--- src/rtl/dbg_bus_pkg.sv ---
package dbg_bus_pkg;
  localparam int unsigned BYTE_W = 8;
  localparam int unsigned WORD_W = 16;
  localparam int unsigned LANES  = WORD_W / BYTE_W;

  typedef enum logic [7:0] {
    OP_RD_B = 8'hE0,
    OP_RD_W = 8'hE8,
    OP_WR_B = 8'hC0,
    OP_WR_W = 8'hC8
  } dbg_op_e;

  typedef enum logic [2:0] {
    ST_OP, ST_AH, ST_AL, ST_DH, ST_DL, ST_WAIT
  } cmd_st_e;

  typedef struct packed {
    logic              is_wr;
    logic              is_word;
    logic [WORD_W-1:0] addr;
    logic [WORD_W-1:0] data;
  } cmd_t;
endpackage

--- src/rtl/cmd_collect.sv ---
module cmd_collect
  import dbg_bus_pkg::*;
(
  input  logic              clk_i,
  input  logic              rst_ni,
  input  logic              rx_valid_i,
  input  logic [BYTE_W-1:0] rx_byte_i,
  input  logic              done_i,
  output cmd_t              cmd_o,
  output logic              waiting_o,
  output logic              busy_o,
  output logic              op_accept_o
);
  cmd_st_e st_q;
  cmd_t    cmd_q;
  logic    op_known;

  always_comb begin
    unique case (rx_byte_i)
      OP_RD_B, OP_RD_W, OP_WR_B, OP_WR_W: op_known = 1'b1;
      default:                            op_known = 1'b0;
    endcase
  end

  assign op_accept_o = (st_q == ST_OP) && rx_valid_i && op_known;

  always_ff @(posedge clk_i or negedge rst_ni) begin
    if (!rst_ni) begin
      st_q  <= ST_OP;
      cmd_q <= '0;
    end else begin
      unique case (st_q)
        ST_OP: if (op_accept_o) begin
          cmd_q.is_wr   <= (rx_byte_i == OP_WR_B) || (rx_byte_i == OP_WR_W);
          cmd_q.is_word <= (rx_byte_i == OP_RD_W) || (rx_byte_i == OP_WR_W);
          st_q          <= ST_AH;
        end
        ST_AH: if (rx_valid_i) begin
          cmd_q.addr[WORD_W-1:BYTE_W] <= rx_byte_i;
          st_q <= ST_AL;
        end
        ST_AL: if (rx_valid_i) begin
          cmd_q.addr[BYTE_W-1:0] <= rx_byte_i;
          st_q <= cmd_q.is_wr ? ST_DH : ST_WAIT;
        end
        ST_DH: if (rx_valid_i) begin
          cmd_q.data[WORD_W-1:BYTE_W] <= rx_byte_i;
          st_q <= ST_DL;
        end
        ST_DL: if (rx_valid_i) begin
          cmd_q.data[BYTE_W-1:0] <= rx_byte_i;
          st_q <= ST_WAIT;
        end
        ST_WAIT: if (done_i) st_q <= ST_OP;
        default: st_q <= ST_OP;
      endcase
    end
  end

  assign cmd_o     = cmd_q;
  assign waiting_o = (st_q == ST_WAIT);
  assign busy_o    = (st_q != ST_OP);

  // bytes arriving during the bus wait must not disturb the held command
  assert_wait_hold_R9: assert property (@(posedge clk_i) disable iff (!rst_ni)
    (st_q == ST_WAIT && !done_i) |=> ($stable(cmd_q) && st_q == ST_WAIT));
  assert_unknown_op_R2: assert property (@(posedge clk_i) disable iff (!rst_ni)
    (st_q == ST_OP && rx_valid_i && !op_known) |=> (st_q == ST_OP));
endmodule

--- src/rtl/steal_timer.sv ---
module steal_timer #(
  parameter int unsigned MAX_WAIT = 128
) (
  input  logic clk_i,
  input  logic rst_ni,
  input  logic active_i,
  input  logic idle_i,
  output logic fire_o
);
  localparam int unsigned CNT_W = $clog2(MAX_WAIT + 1);
  localparam logic [CNT_W-1:0] CNT_MAX = CNT_W'(MAX_WAIT);

  logic [CNT_W-1:0] cnt_q;
  logic             force_now;

  assign force_now = (cnt_q == CNT_MAX);
  assign fire_o    = active_i && (idle_i || force_now);

  always_ff @(posedge clk_i or negedge rst_ni) begin
    if (!rst_ni)                 cnt_q <= '0;
    else if (!active_i || fire_o) cnt_q <= '0;
    else                          cnt_q <= cnt_q + 1'b1;
  end

  assert_wait_bound_R8: assert property (@(posedge clk_i) disable iff (!rst_ni)
    cnt_q <= CNT_MAX);
  assert_force_R8: assert property (@(posedge clk_i) disable iff (!rst_ni)
    (active_i && force_now) |-> fire_o);
  assert_restart_R7: assert property (@(posedge clk_i) disable iff (!rst_ni)
    fire_o |=> (cnt_q == '0));
endmodule

--- src/rtl/lane_steer.sv ---
module lane_steer
  import dbg_bus_pkg::*;
(
  input  cmd_t              cmd_i,
  input  logic [WORD_W-1:0] rdata_i,
  output logic [WORD_W-1:0] addr_o,
  output logic [LANES-1:0]  be_o,
  output logic [WORD_W-1:0] wdata_o,
  output logic [WORD_W-1:0] rdata_o
);
  // lane LANES-1 (upper) serves even byte addresses
  assign addr_o = cmd_i.is_word ? {cmd_i.addr[WORD_W-1:1], 1'b0} : cmd_i.addr;

  for (genvar g = 0; g < LANES; g++) begin : g_lane
    localparam logic PAR = (g == LANES - 1) ? 1'b0 : 1'b1;
    assign be_o[g] = cmd_i.is_word || (cmd_i.addr[0] == PAR);
    assign wdata_o[g*BYTE_W +: BYTE_W] = be_o[g] ? cmd_i.data[g*BYTE_W +: BYTE_W] : '0;
    assign rdata_o[g*BYTE_W +: BYTE_W] = be_o[g] ? rdata_i[g*BYTE_W +: BYTE_W] : '0;
  end

  always_comb begin
    assert_lane_sel_R4: assert (cmd_i.is_word ? (be_o == '1) : $onehot(be_o));
  end
endmodule

--- src/rtl/dbg_bus_engine.sv ---
module dbg_bus_engine
  import dbg_bus_pkg::*;
#(
  parameter int unsigned MAX_WAIT = 128
) (
  input  logic        clk_i,
  input  logic        rst_ni,
  input  logic        rx_valid_i,
  input  logic [7:0]  rx_byte_i,
  output logic        busy_o,
  output logic [15:0] rd_data_o,
  output logic        rd_ready_o,
  output logic        bus_req_o,
  output logic        bus_we_o,
  output logic [1:0]  bus_be_o,
  output logic [15:0] bus_addr_o,
  output logic [15:0] bus_wdata_o,
  input  logic [15:0] bus_rdata_i,
  input  logic        bus_idle_i
);
  cmd_t              cmd;
  logic              waiting, fire, op_accept;
  logic [WORD_W-1:0] rd_masked;

  cmd_collect u_collect (
    .clk_i, .rst_ni, .rx_valid_i, .rx_byte_i,
    .done_i      (fire),
    .cmd_o       (cmd),
    .waiting_o   (waiting),
    .busy_o      (busy_o),
    .op_accept_o (op_accept)
  );

  steal_timer #(.MAX_WAIT(MAX_WAIT)) u_timer (
    .clk_i, .rst_ni,
    .active_i (waiting),
    .idle_i   (bus_idle_i),
    .fire_o   (fire)
  );

  lane_steer u_lanes (
    .cmd_i   (cmd),
    .rdata_i (bus_rdata_i),
    .addr_o  (bus_addr_o),
    .be_o    (bus_be_o),
    .wdata_o (bus_wdata_o),
    .rdata_o (rd_masked)
  );

  assign bus_req_o = fire;
  assign bus_we_o  = cmd.is_wr;

  always_ff @(posedge clk_i or negedge rst_ni) begin
    if (!rst_ni) begin
      rd_data_o  <= '0;
      rd_ready_o <= 1'b0;
    end else if (fire && !cmd.is_wr) begin
      rd_data_o  <= rd_masked;
      rd_ready_o <= 1'b1;
    end else if (op_accept) begin
      rd_ready_o <= 1'b0;
    end
  end

  assert_req_busy_R9: assert property (@(posedge clk_i) disable iff (!rst_ni)
    bus_req_o |-> busy_o);
  assert_done_free_R9: assert property (@(posedge clk_i) disable iff (!rst_ni)
    bus_req_o |=> !busy_o);
  assert_rd_ready_R3: assert property (@(posedge clk_i) disable iff (!rst_ni)
    (bus_req_o && !bus_we_o) |=> rd_ready_o);
  assert_rd_hold_R10: assert property (@(posedge clk_i) disable iff (!rst_ni)
    !(bus_req_o && !bus_we_o) |=> $stable(rd_data_o));
  assert_word_even_R5: assert property (@(posedge clk_i) disable iff (!rst_ni)
    (bus_req_o && bus_be_o == 2'b11) |-> !bus_addr_o[0]);
  assert_no_idle_req_R2: assert property (@(posedge clk_i) disable iff (!rst_ni)
    !busy_o |-> !bus_req_o);
endmodule

--- config.mk ---
export PLATFORM = sky130hd
export DESIGN_NAME = dbg_bus_engine
export DESIGN_NICKNAME = d
export VERILOG_FILES = /design/src/rtl/dbg_bus_pkg.sv /design/src/rtl/cmd_collect.sv /design/src/rtl/steal_timer.sv /design/src/rtl/lane_steer.sv /design/src/rtl/dbg_bus_engine.sv
export SDC_FILE = /design/constraint.sdc
export NUM_CORES = 1
export LEC_CHECK = 0
export ABC_CLOCK_PERIOD_IN_PS = 2510
export BUFFER_PORTS_ARGS = -buffer_cell sky130_fd_sc_hd__buf_2
export CAP_MARGIN = 0
export CELL_PAD_IN_SITES_DETAIL_PLACEMENT = 1
export CELL_PAD_IN_SITES_GLOBAL_PLACEMENT = 1
export CORE_ASPECT_RATIO = 2
export CORE_MARGIN = 2
export CORE_UTILIZATION = 40
export CTS_CLUSTER_SIZE = 14
export DETAILED_ROUTE_END_ITERATION = 7
export MAX_ROUTING_LAYER = met4
export PLACE_DENSITY = 0.89
export RECOVER_POWER = 100
export REMOVE_ABC_BUFFERS = 1
export SYNTH_ARGS = -nofsm -noshare
export SYNTH_HDL_FRONTEND = slang
export SYNTH_SLANG_ARGS = --single-unit
export TNS_END_PERCENT = 1
--- constraint.sdc ---
create_clock -name clk_i -period 2.51 [get_ports clk_i]
set_input_delay 0.502 -clock clk_i [delete_from_list [all_inputs] [get_ports clk_i]]
set_output_delay 0.502 -clock clk_i [all_outputs]
set_load 0.02 [all_outputs]
==> impl_metrics.ini, run 1 <==
[run_status]
outcome = complete, no violations

[placed_design]
post-place-ws_ps = 544
buffer_ports.inserted = 81
detailed_place.area_um2 = 3230
finalWeightedCongestion = 0.774
hpwlAfterDp_um = 4960
number_of_placed_instances_taps_included = 388

[drt]
vias_per_cell = 4.89
met1Wirelength_um = 2380
dr.pass1.iters = 4
highest_layer = met4
post-route-drc-count = 0
initialDrtViolationCount = 60
vias = 1974
wl_per_cell_um = 16.8
routed_wirelength_um = 6810
detail-route-antenna-nets = 0
dr_wl_met3_um = 307
wl_met2_um = 3940

[clock_tree]
postCtsSetupRepairBufs = 0
cts-resized-gates = 0
worst_setup_hold_path_clk_slew_ps = 50
tritoncts_buffer_count = 9
htreeDepth = 3
max-clock-path-buffers = 2
tritoncts = yes
ctsHoldBuffers = 0
clock_insertion_delay_worst_skew_ps = 340
clock_sink_count = 62
library_cell_used_as_clock_root_buffer = clkbuf_16

[logic_synthesis]
synth-seq-area-share = 0.547
synth_top_family_by_area = multiplexers
avgSynthCellArea_um2 = 11.9
xor_xnor_fraction_of_synth_area = 0.0185
synth_largest_area_cell = dfrtp_1
synth_cell_type_count = 29
postSynthCellCount = 238
synth_edf_count = 0
yosys_register_bits = 62
synth_compound_area_frac = 0.0154
synth_flop_cell = dfrtp_1
synth_area_leaders = dfrtp_1, mux2_2, buf_4
yosys.area.top_type_share = 0.547
post_synth_mux_area_share = 0.197
post_synth_fa_ha_maj_area_fraction = 0.00882
synth-async-reset-ratio = 1.00
mappedNetlistArea_um2 = 2840
yosys_warnings = 0
post_synth_and_or_nand_nor_area_fraction = 0.139

[timing]
setup-tns-final_ps = 0
timing_worst_slew_pin_value_ps = 1480
hold_violations = 0
achievable_clock_frequency_mhz = 447
unrepaired_setup_endpoints_after_global_routing = false
skew_ps = 7.18
layout_worst_path_cycle_share = 0.892
setup_slack_ps = 272
finalCriticalPeriod_ps = 2240
max_slew_margin = 0.0112
setup-violations-final = 0
finalHoldWorstSlack_ps = 400
timing_max_transition_violations_final = 0

[layout]
insertedDiodeCount = 0
final_common_cell = dfrtp_1
final_cell_mix = dfrtp_1, clkbuf_1, mux2_2
fin_cells = 404
layout-drive-gt1-share = 0.283
final_util = 0.504
layout-area-overhead-vs-synth_pct = 22.5
finish.net_count = 339
design_area_um2 = 3470

[power_and_ir_drop]
cell_internal_pwr_mw = 2.67
cellLeakagePower_nw = 1.66
sw_frac_of_total = 0.354
power_per_cell_area_nw_per_um2 = 1190
power_frac_seq = 0.357
report.power.total_mw = 4.14
power.ir.vdd_worst_uv = 629
share_comb_of_total_power = 0.326
clock_power_share = 0.317
power.switching_mw = 1.47

[worst_setup_path]
cpLargestDelayFamily = simple AND/OR/NAND/NOR gates
worst_ep_arrival_time_ps = 1740
critical_path_buf_inv_count = 1
required_ps = 2010
crit_path_end_kind = output pin
timing_worst_setup_path_type = flip-flop to output pin
timing.critical_path.slowest_cell_delay_ps = 430
critical_path.startpoint_type = flip-flop
path_max_fanout = 4
timing.critical_path.cells = nor4b_1, a31oi_1, nor2_1, buf_2
cpMaxStageDelayCell = dfrtp_1

[global_routing]
global_route_wire_length_before_repair_um = 10800
antenna_found_initial = 0
gr-total-overflow = 0
via_count_of_the_first_global_routing_pass = 2079
grt_max_degree = 38
grt.total_usage = 0.193

[floorplanning]
die_w_um = 63.5
die_h_um = 123
placement_rows = 43
initial_core_util = 0.412
floorplan.die_area_um2 = 7820
ioPinCount = 82
coreArea_um2 = 6890

[hold_path]
min_path_type = primary input to flip-flop

[job]
max_cap_viols = 0
## routing by layer
| layer | up-vias | GRT usage |
|---|---|---|
| met5 | - | - |
| met4 | 0 | 0.103 |
| met3 | 12 | 0.0528 |
| met2 | 49 | 0.344 |
| met1 | 1005 | 0.189 |
| li1 | 908 | - |
## final cells by class
| cell class | count | area (µm²) |
|---|---|---|
| Tap cell | 90 | 113 |
| Sequential cell | 62 | 1550 |
| Timing Repair Buffer | 84 | 373 |
| Fill cell | 842 | 3410 |
| Inverter | 15 | 56.3 |
| Clock buffer | 13 | 280 |
| Clock inverter | 3 | 40.0 |
| Multi-Input combinational cell | 137 | 1060 |
## worst register-to-register path, delay by kind of cell, from the launching register on
kind | cells | cell delay (ps)
and+or+nand+nor | 2 | 870
DFF | 1 | 430
buffers and inverters | 1 | 300
AOI/OAI and AO/OA | 1 | 200
muxes | 1 | 170
## final timing paths
path                                            startpoint                             end  slack, ps  depth (start not counted)
worst min-delay path                       bus_rdata_i[11]       rd_data_o[11]$_DFFE_PN0P_        400                          3
worst max-delay path            u_timer.cnt_q[5]$_DFF_PN0_                       bus_req_o        270                          4
min in group asynchronous                           rst_ni  u_collect.cmd_o[3]$_DFFE_PN0P_        510                          1
worst max register to register  u_timer.cnt_q[5]$_DFF_PN0_       rd_data_o[15]$_DFFE_PN0P_        420                          5
worst min register to register    rd_data_o[2]$_DFFE_PN0P_        rd_data_o[2]$_DFFE_PN0P_        490                          1
max in group asynchronous                           rst_ni       rd_data_o[11]$_DFFE_PN0P_       1130                          1
## power by group through the flow
| stage | Clock (mW) | Combinational, mW | Sequential, mW |
|---|---|---|---|
| CTS | 1.34 | 1.45 | 1.48 |
| global placement | 0 | 1.39 | 1.48 |
| floorplan | 0 | 0.768 | 1.62 |
| detailed placement | 0 | 1.43 | 1.49 |
| finish | 1.31 | 1.35 | 1.48 |
| global route | 1.38 | 1.46 | 1.52 |
## flip-flops by register name, indices dropped and copies added, names as in the netlist
| name | flops |
|---|---|
| u_collect.st_q | 3 |
| rd_ready_o | 1 |
| rd_data_o | 16 |
| u_collect.cmd_o | 34 |
| u_timer.cnt_q | 8 |
## synthesized netlist by cell type, types with 2 or more instances
cell / n
and2_1: 11
and3_1: 3
buf_4: 15
clkbuf_1: 7
dfrtp_1: 62
ha_1: 2
inv_1: 15
mux2_2: 39
mux2_4: 2
mux2i_1: 9
nand2_1: 9
nand2b_1: 3
nand3_1: 8
nor2_1: 14
nor2b_1: 18
o21ai_0: 3
or3_1: 2
xor2_1: 5
## cell families after synthesis
family | count (synthesis)
DFF | 62
xor gates and xnor gates | 6
muxes | 50
buffers and inverters | 39
adders and majority gates | 2
AOI/OAI and AO/OA | 7
and+or+nand+nor | 72
(Power assumes the default switching activity.)
==> run 2, diff against run 1 <==
--- a/config.mk
+++ b/config.mk
@@ -6,13 +6,13 @@
 export NUM_CORES = 1
 export LEC_CHECK = 0
 export ABC_CLOCK_PERIOD_IN_PS = 2510
-export BUFFER_PORTS_ARGS = -buffer_cell sky130_fd_sc_hd__buf_2
+export BUFFER_PORTS_ARGS = -buffer_cell sky130_fd_sc_hd__buf_4
 export CAP_MARGIN = 0
 export CELL_PAD_IN_SITES_DETAIL_PLACEMENT = 1
 export CELL_PAD_IN_SITES_GLOBAL_PLACEMENT = 1
 export CORE_ASPECT_RATIO = 2
 export CORE_MARGIN = 2
-export CORE_UTILIZATION = 40
+export CORE_UTILIZATION = 41
 export CTS_CLUSTER_SIZE = 14
 export DETAILED_ROUTE_END_ITERATION = 7
 export MAX_ROUTING_LAYER = met4
@@ -21,5 +21,6 @@
 export REMOVE_ABC_BUFFERS = 1
 export SYNTH_ARGS = -nofsm -noshare
 export SYNTH_HDL_FRONTEND = slang
+export SYNTH_HIERARCHICAL = 1
 export SYNTH_SLANG_ARGS = --single-unit
 export TNS_END_PERCENT = 1
==> run 2 against run 1 <==
Effect of this change: the flow now finishes with violations (capacitance limit, slew limit); critical path depth unchanged; global-route usage increased by 0.60 points; register-to-register slack improved by 70 ps; critical path type unchanged; highest routed layer unchanged.
==> impl_metrics.ini, run 2 <==
[worst_setup_path]
path_max_fanout = 5
worst_ep_arrival_time_ps = 1670
required_ps = 2010
crit_path_end_kind = output pin
r2r-start = u_collect/st_q[1]$_DFFE_PN0P_
timing_worst_setup_path_type = flip-flop to output pin
ff2ff_setup_slack_ps = 490
critical_path.startpoint_type = flip-flop
r2r_cell_count = 2
endpoint_of_the_most_critical_register_to_register_path = u_collect/cmd_o[20]$_DFFE_PN0P_

[clock_tree]
cts-resized-gates = 0
htreeDepth = 3
library_cell_used_as_clock_root_buffer = clkbuf_16
tritoncts_buffer_count = 9
worst_setup_hold_path_clk_slew_ps = 50
tritoncts = yes
max-clock-path-buffers = 2
clock_sink_count = 62
clock_insertion_delay_worst_skew_ps = 330
postCtsSetupRepairBufs = 0
ctsHoldBuffers = 0

[run_status]
outcome = complete, but fails checks
failed_checks = capacitance limit, slew limit

[floorplanning]
ioPinCount = 82
coreArea_um2 = 7210
placement_rows = 44
die_h_um = 126
floorplan.die_area_um2 = 8170
initial_core_util = 0.422
die_w_um = 64.9

[logic_synthesis]
synth_area_leaders = dfrtp_1, mux2_2, mux2_4
synth-async-reset-ratio = 1.00
synth.top_cells.by_count = dfrtp_1, mux2_2, nor2b_1, buf_4
synth_cell_type_count = 45
post-synth-top-count-cell = dfrtp_1
postSynthCellCount = 233
synth_flop_cell = dfrtp_1
synth_largest_area_cell = dfrtp_1
yosys_register_bits = 62
yosys_warnings = 6
avgSynthCellArea_um2 = 13.1
mappedNetlistArea_um2 = 3050
synth_edf_count = 0
yosys.area.top_type_share = 0.509
synth-seq-area-share = 0.509

[placed_design]
hpwlAfterDp_um = 5190
finalWeightedCongestion = 0.706
buffer_ports.inserted = 81
detailed_place.area_um2 = 3590
number_of_placed_instances_taps_included = 384

[layout]
layout-drive-gt1-share = 0.341
largest_reg_flops = 34
fin_cells = 400
layout-area-overhead-vs-synth_pct = 17.7
design_area_um2 = 3580
final_cell_mix = dfrtp_1, clkbuf_1, mux2_2, buf_4, nor2b_1
final_common_cell = dfrtp_1
final_util = 0.497
finish.net_count = 333
insertedDiodeCount = 0
fillCellCount = 818

[power_and_ir_drop]
power.ir.vdd_worst_uv = 661
cellLeakagePower_nw = 1.65
power_per_cell_area_nw_per_um2 = 1150

[hold_path]
worstHoldStart = rx_byte_i[5]
min_path_type = primary input to flip-flop
destination_of_the_worst_hold_path = u_collect/cmd_o[33]$_DFFE_PN0P_
min_path_cells = 2

[global_routing]
antenna_found_initial = 0
grt_use_met1 = 0.198
met2_usage = 0.361
grt.total_usage = 0.199
groute.layer.met3.usage = 0.0464
gr-max-usage-layer = met2
grt_max_degree = 63
via_count_of_the_first_global_routing_pass = 2229
gr-total-overflow = 0
global_route_wire_length_before_repair_um = 11700

[timing]
setup-violations-final = 0
setup-tns-final_ps = 0
achievable_clock_frequency_mhz = 461
hold_violations = 0
skew_ps = 3.01
timing_max_transition_violations_final = 63
timing_worst_slew_pin_value_ps = 1520
layout_worst_path_cycle_share = 0.864
max_slew_margin = -0.0132
unrepaired_setup_endpoints_after_global_routing = false
finalCriticalPeriod_ps = 2170

[drt]
post-route-drc-count = 0
wl_per_cell_um = 17.8
vias = 2004
dr.pass1.iters = 4
detail-route-antenna-nets = 0
initialDrtViolationCount = 64
vias_per_cell = 5.01
routed_wirelength_um = 7140

[job]
max_cap_viols = 1
[run 2: how the worst max path moves through the flow]
stage | startpoint | to | cells past startpoint
after global placement | u_timer/cnt_q[0]$_DFF_PN0_ | rd_data_o[1]$_DFFE_PN0P_ | 8
after CTS | u_timer/cnt_q[1]$_DFF_PN0_ | bus_req_o | 6
after floorplan | u_timer/cnt_q[4]$_DFF_PN0_ | rd_data_o[0]$_DFFE_PN0P_ | 5
final | u_timer/cnt_q[4]$_DFF_PN0_ | bus_req_o | 4
after global routing | u_timer/cnt_q[4]$_DFF_PN0_ | bus_req_o | 4
after detailed placement | u_timer/cnt_q[0]$_DFF_PN0_ | rd_data_o[14]$_DFFE_PN0P_ | 8
[run 2: logic make-up after synthesis]
group | share of synthesized area
buffers and inverters | 0.0744
DFF | 0.509
adders and majority gates | 0.00822
muxes | 0.196
and+or+nand+nor | 0.171
xor gates and xnor gates | 0.00863
AOI/OAI and AO/OA | 0.0325
[run 2: report_power, final]
group	switching, mW	internal [mW]
sequential	0.219	1.30
combinational	0.850	0.606
clock	0.393	0.748
total	1.46	2.66
[run 2: layer usage]
metal,vias to the layer above,share of wire
li1,916,-
met1,1031,0.33
met2,47,0.61
met3,10,0.037
met4,0,0.019
met5,-,0
[run 2: area by class of cell]
type                       instances  area (µm²)  share of cell area
timing repair buffer              82         444               0.124
inverter                          10        37.5              0.0105
tap                               92         115              0.0321
clock buffer                      16         282              0.0785
sequential                        62        1550               0.433
multi-input combinational        138        1150               0.322
[run 2: through the flow]
stage	setup slack, ps	power, mW	hold WS [ps]
CTS	350	4.50	281
global placement	516	3.23	462
global route	197	4.37	420
detailed placement	422	3.32	480
floorplan	379	2.57	206
finish	342	4.12	412
[run 2: critical path: stages (launching register included)]
cell      delay [ps]
dfrtp_1          420
or3_1            410
nor2_1           100
o21a_1           150
clkbuf_1         250
